==> src/rtl/card_stat_pkg.sv <==
package card_stat_pkg;

    // status word layout (positions shared by status, clear and mask)
    localparam int unsigned N_EVT    = 10;
    localparam int unsigned BIT_CHG  = 10;
    localparam int unsigned N_STICKY = 11;
    localparam int unsigned BIT_CD   = 11;
    localparam int unsigned BIT_WP   = 12;
    localparam int unsigned N_LIVE   = 2;

    // byte offsets of the register port
    localparam int unsigned OFS_STAT = 40;
    localparam int unsigned OFS_CLR  = 44;
    localparam int unsigned OFS_MASK = 48;

    typedef enum logic [1:0] {
        SEL_NONE = 2'd0,
        SEL_STAT = 2'd1,
        SEL_CLR  = 2'd2,
        SEL_MASK = 2'd3
    } reg_sel_e;

    typedef struct packed {
        logic wr_lock;
        logic card_absent;
    } live_lvl_t;

    function automatic reg_sel_e decode_ofs(input logic [31:0] ofs);
        reg_sel_e s;
        case (ofs)
            OFS_STAT: s = SEL_STAT;
            OFS_CLR:  s = SEL_CLR;
            OFS_MASK: s = SEL_MASK;
            default:  s = SEL_NONE;
        endcase
        return s;
    endfunction

endpackage

==> src/rtl/chs_sync.sv <==
module chs_sync #(
    parameter int unsigned W      = 2,
    parameter int unsigned STAGES = 2
) (
    input  logic         clk,
    input  logic         rst,
    input  logic [W-1:0] raw_i,
    output logic [W-1:0] sync_o
);
    logic [W-1:0] pipe_q [STAGES];

    for (genvar s = 0; s < STAGES; s++) begin : g_stage
        if (s == 0) begin : g_first
            always_ff @(posedge clk) begin
                if (rst) pipe_q[s] <= '0;
                else     pipe_q[s] <= raw_i;
            end
        end else begin : g_next
            always_ff @(posedge clk) begin
                if (rst) pipe_q[s] <= '0;
                else     pipe_q[s] <= pipe_q[s-1];
            end
        end
    end

    assign sync_o = pipe_q[STAGES-1];
endmodule

==> src/rtl/chs_sticky.sv <==
module chs_sticky #(
    parameter int unsigned N = 11
) (
    input  logic         clk,
    input  logic         rst,
    input  logic [N-1:0] set_i,
    input  logic [N-1:0] clr_i,
    output logic [N-1:0] stat_o
);
    logic [N-1:0] st_q;

    for (genvar i = 0; i < N; i++) begin : g_bit
        always_ff @(posedge clk) begin
            if (rst)
                st_q[i] <= 1'b0;
            else if (set_i[i])
                st_q[i] <= 1'b1;
            else if (clr_i[i])
                st_q[i] <= 1'b0;
        end
    end

    assign stat_o = st_q;

    // a set bit only falls when a clear hit it
    p_sticky_hold_r1: assert property (@(posedge clk) disable iff (rst)
        1'b1 |=> (($past(st_q) & ~$past(clr_i) & ~st_q) == '0));

    // a pulse always leaves its bit set, even under a clear
    p_set_wins_r3: assert property (@(posedge clk) disable iff (rst)
        1'b1 |=> (($past(set_i) & ~st_q) == '0));
endmodule

==> src/rtl/chs_irq.sv <==
module chs_irq #(
    parameter int unsigned N = 11
) (
    input  logic         clk,
    input  logic         rst,
    input  logic [N-1:0] stat_i,
    input  logic [N-1:0] mask_i,
    output logic         irq_o
);
    logic irq_q;

    always_ff @(posedge clk) begin
        if (rst) irq_q <= 1'b0;
        else     irq_q <= |(stat_i & mask_i);
    end

    assign irq_o = irq_q;

    // a zero mask keeps the line low
    p_mask_zero_r7: assert property (@(posedge clk) disable iff (rst)
        (mask_i == '0) |=> !irq_q);

    // the line holds while an enabled cause persists
    p_irq_hold_r8: assert property (@(posedge clk) disable iff (rst)
        (irq_q && ((stat_i & mask_i) != '0)) |=> irq_q);
endmodule

==> src/rtl/cardhost_irq_unit.sv <==
module cardhost_irq_unit
    import card_stat_pkg::*;
#(
    parameter int unsigned ADDR_W = 7,
    parameter int unsigned DATA_W = 32
) (
    input  logic              clk,
    input  logic              rst,
    input  logic [N_EVT-1:0]  evt_i,
    input  logic              card_absent_i,
    input  logic              wr_lock_i,
    input  logic [ADDR_W-1:0] addr_i,
    input  logic              wr_en_i,
    input  logic [DATA_W-1:0] wr_data_i,
    output logic [DATA_W-1:0] rd_data_o,
    output logic              irq_o
);
    localparam int unsigned PAD_W = DATA_W - N_STICKY - N_LIVE;

    reg_sel_e            sel;
    live_lvl_t           lvl_raw, lvl_sync;
    logic                cd_prev_q;
    logic                card_chg;
    logic [N_STICKY-1:0] set_vec, clr_vec, stat, mask_q;

    assign sel = decode_ofs(32'(addr_i));

    assign lvl_raw.card_absent = card_absent_i;
    assign lvl_raw.wr_lock     = wr_lock_i;

    chs_sync #(.W(N_LIVE), .STAGES(2)) u_sync (
        .clk    (clk),
        .rst    (rst),
        .raw_i  (lvl_raw),
        .sync_o (lvl_sync)
    );

    always_ff @(posedge clk) begin
        if (rst) cd_prev_q <= 1'b0;
        else     cd_prev_q <= lvl_sync.card_absent;
    end

    assign card_chg = lvl_sync.card_absent ^ cd_prev_q;
    assign set_vec  = {card_chg, evt_i};
    assign clr_vec  = (wr_en_i && sel == SEL_CLR) ? wr_data_i[N_STICKY-1:0] : '0;

    chs_sticky #(.N(N_STICKY)) u_sticky (
        .clk    (clk),
        .rst    (rst),
        .set_i  (set_vec),
        .clr_i  (clr_vec),
        .stat_o (stat)
    );

    always_ff @(posedge clk) begin
        if (rst)
            mask_q <= '0;
        else if (wr_en_i && sel == SEL_MASK)
            mask_q <= wr_data_i[N_STICKY-1:0];
    end

    chs_irq #(.N(N_STICKY)) u_irq (
        .clk    (clk),
        .rst    (rst),
        .stat_i (stat),
        .mask_i (mask_q),
        .irq_o  (irq_o)
    );

    always_comb begin
        case (sel)
            SEL_STAT: rd_data_o = {{PAD_W{1'b0}}, lvl_sync.wr_lock,
                                   lvl_sync.card_absent, stat};
            SEL_MASK: rd_data_o = {{(DATA_W-N_STICKY){1'b0}}, mask_q};
            default:  rd_data_o = '0;
        endcase
    end

    // a change of the synchronized presence level latches bit 10
    p_card_chg_r5: assert property (@(posedge clk) disable iff (rst)
        (lvl_sync.card_absent != cd_prev_q) |=> stat[BIT_CHG]);

    // undefined status bits read zero
    p_upper_zero_r9: assert property (@(posedge clk) disable iff (rst)
        rd_data_o[DATA_W-1:BIT_WP+1] == '0);
endmodule

==> config.mk <==
export PLATFORM = sky130hd
export DESIGN_NAME = cardhost_irq_unit
export DESIGN_NICKNAME = d
export VERILOG_FILES = /design/src/rtl/card_stat_pkg.sv /design/src/rtl/chs_sync.sv /design/src/rtl/chs_sticky.sv /design/src/rtl/chs_irq.sv /design/src/rtl/cardhost_irq_unit.sv
export SDC_FILE = /design/constraint.sdc
export NUM_CORES = 1
export LEC_CHECK = 0
export BUFFER_PORTS_ARGS = -buffer_cell sky130_fd_sc_hd__buf_2
export CAP_MARGIN = 20
export CORE_MARGIN = 3
export CORE_UTILIZATION = 40
export DETAILED_ROUTE_END_ITERATION = 10
export MAX_ROUTING_LAYER = met4
export PLACE_DENSITY = 0.76
export SYNTH_ARGS = -nofsm -noshare
export SYNTH_HDL_FRONTEND = slang
export SYNTH_SLANG_ARGS = --single-unit
==> constraint.sdc <==
create_clock -name clk -period 2.2 [get_ports clk]
set_clock_uncertainty 0.2 [all_clocks]
set_input_delay 0.44 -clock clk [delete_from_list [all_inputs] [get_ports clk]]
set_output_delay 0.44 -clock clk [all_outputs]
set_load 0.05 [all_outputs]
==> metrics.yaml <==
status: "complete, no violations"
drt-vias-per-instance: 5.02
synthCells: 171
crit_path_cell_trace: "buf_2 > and4bb_1 > buf_4 > a22oi_1 > nor2_1 > buf_2"
post-cts-setup-buffers: 0
setup_viol: 0
hold_slack_ns: 0.106
drc: 0
netlist-cell-type-count: 23
clock_sinks: 28
hp-class: "input port to flip-flop"
cp_max_fo: 12
worst_ep_required_time_ns: 1.56
vias: 1304
yosys.area.top_type: "dfxtp_1"
grt_pass1_vias: 1146
place_inst: 256
cts.hold.buffers_added: 0
avgSynthCellArea_um2: 8.19
critPathSlowestCell: "and4bb_1"
port_buffers: 46
start_kind: "input port"
drtIter0Drc: 64
cp.arrival_ns: 1.50
yosysWarnings: 0
rsz0062_at_grt: "no"
dr.pass1.iters: 4
area_growth_pct: 17.9
synth.top_cell.area_share_pct: 40.0
antenna_found_initial: 0
cts_tree: "yes"
slew_headroom_pct: 60.8
utilization_pct: 51.6
total_power_mw: 0.948
die_area_mm2: 0.00425
cp_common_cell: "buf_2"
path_clk_slew_ns: 0.14
finalNetCount: 271
htree_levels: 1
gp_congestion: 0.804
hpwl_um: 2380
synth-seq-cells: 28
die_w_um: 65.2
start_util_pct: 43.8
power.density_mw_per_mm2: 574
drv_cap: 0
drt_wl_total_um: 3120
crit_path_end_kind: "output port"
rows: 20
numCtsBuffers: 3
clockRootBuffer: "clkbuf_4"
setup.worst_path.class: "input port to output port"
clock_latency_ns: 0.33
ys_seq_area_share_pct: 40.0
post-route-period-util_pct: 97.0
clockBufferDepth: 2
grt_overflow: 0
period_needed_ns: 2.14
critical-path-top-delay-family: "buffers and inverters"
drive_above_1_share_pct: 32.4
core_region_area_mm2: 0.00320
ys_top_cells_by_area: "dfxtp_1 (40%), buf_4 (11%), a22oi_1 (7.0%)"
diodes: 0
critPathMaxStageDelay_ns: 0.29
clock.fmax_ghz: 0.468
ant_nets: 0
syn_area_mm2: 0.00140
leakage_nw: 0.696
cts_resized: 0
grt.total_usage_pct: 15.8
grt_max_degree: 29
ir_drop_uv: 466
slew_violations: 0
tightestPinTransition_ns: 0.588
fp.dieH_um: 65.2
grt_pass1_wl_um: 5120
final_cells: 260
pin_count: 87
cp_num_buf_inv: 3
hold_violations: 0
wl_per_cell_um: 12.0
-- worst min-delay path, delay by kind of cell --
| family | cells | cell delay, ns |
|---|---|---|
| AO/OA/AOI/OAI | 1 | 0.03 |
| AND/OR/NAND/NOR | 1 | 0.06 |
| buffers and inverters | 1 | 0.08 |
-- power by group --
part	total [mW]	internal [mW]	switching [mW]
sequential	0.539	0.526	0.0131
clock	0.248	0.101	0.146
combinational	0.161	0.0421	0.119
-- synth_stat cells --
cell type,n
nor2_1,23
a21oi_2,10
and3_1,4
or3_1,1
clkbuf_1,2
buf_2,7
a221oi_1,1
conb_1,1
buf_1,1
and4bb_1,2
nand4_1,11
nand2_1,22
xor2_1,1
nor2b_1,5
a22oi_1,13
a222oi_1,1
dfxtp_1,28
buf_4,21
nor3_2,1
nand3_1,1
a22o_1,1
and2_1,1
a21oi_1,13
-- routing by layer --
metal	up-vias	part of all wire (%)	track usage, %
met3	4	8.2	3.76
met2	52	51	27.6
met4	0	0.87	3.89
li1	651	-	-
met1	597	40	18.3
met5	-	0	-
-- through the flow --
step                TNS, ns  area [um^2]  setup slack [ns]
floorplan             -1.52         1470            -0.157
global placement          0         1610            0.0569
detailed placement        0         1610            0.0593
CTS                       0         1650            0.0589
global route              0         1650           0.00333
finish                    0         1650            0.0650
-- kinds of logic (layout without fill, tap and decap cells) --
kind of cell | after synthesis | after routing | synth area share [%]
flops | 28 | 28 | 40.0
buf+inv | 31 | 58 | 14.6
xor+xnor | 1 | 1 | 0.625
simple gates | 71 | 71 | 24.7
compound gates | 39 | 39 | 19.8
other cells | 1 | 19 | 0.268
-- state kept, by name (all words and copies together), names as in the netlist --
name / cells
u_sync.pipe_q: 4
cd_prev_q: 1
mask_q: 11
u_sticky.stat_o: 11
u_irq.irq_o: 1
-- final timing paths --
path	endpoint	from	depth (start not counted)	slack, ns
max	rd_data_o[1]	addr_i[4]	6	0.06
min	u_sticky.stat_o[9]	evt_i[9]	3	0.11
max reg2reg	u_irq.irq_o	u_sticky.stat_o[1]	4	0.83
min reg2reg	u_sync.pipe_q[1][1]	u_sync.pipe_q[0][1]	1	0.26
-- layout by cell type (no fill, tap or decap), drive strengths merged --
cell,synthesis,routed
clkbuf,2,5
conb,1,19
nand2,22,22
nand3,1,1
a22oi,13,13
dfxtp,28,28
nor3,1,1
nor2,23,23
a21oi,23,23
xor2,1,1
and2,1,1
nand4,11,11
and3,4,4
a221oi,1,1
and4bb,2,2
or3,1,1
a22o,1,1
nor2b,5,5
a222oi,1,1
buf,29,53
-- layout make-up --
class | instances | area, um^2
Fill cell | 353 | 1550
Multi-Input combinational cell | 130 | 707
Sequential cell | 28 | 561
Timing Repair Buffer | 54 | 293
Tap cell | 44 | 55.1
Clock buffer | 4 | 36.3
Note: power is estimated with default switching activity, not from simulation.
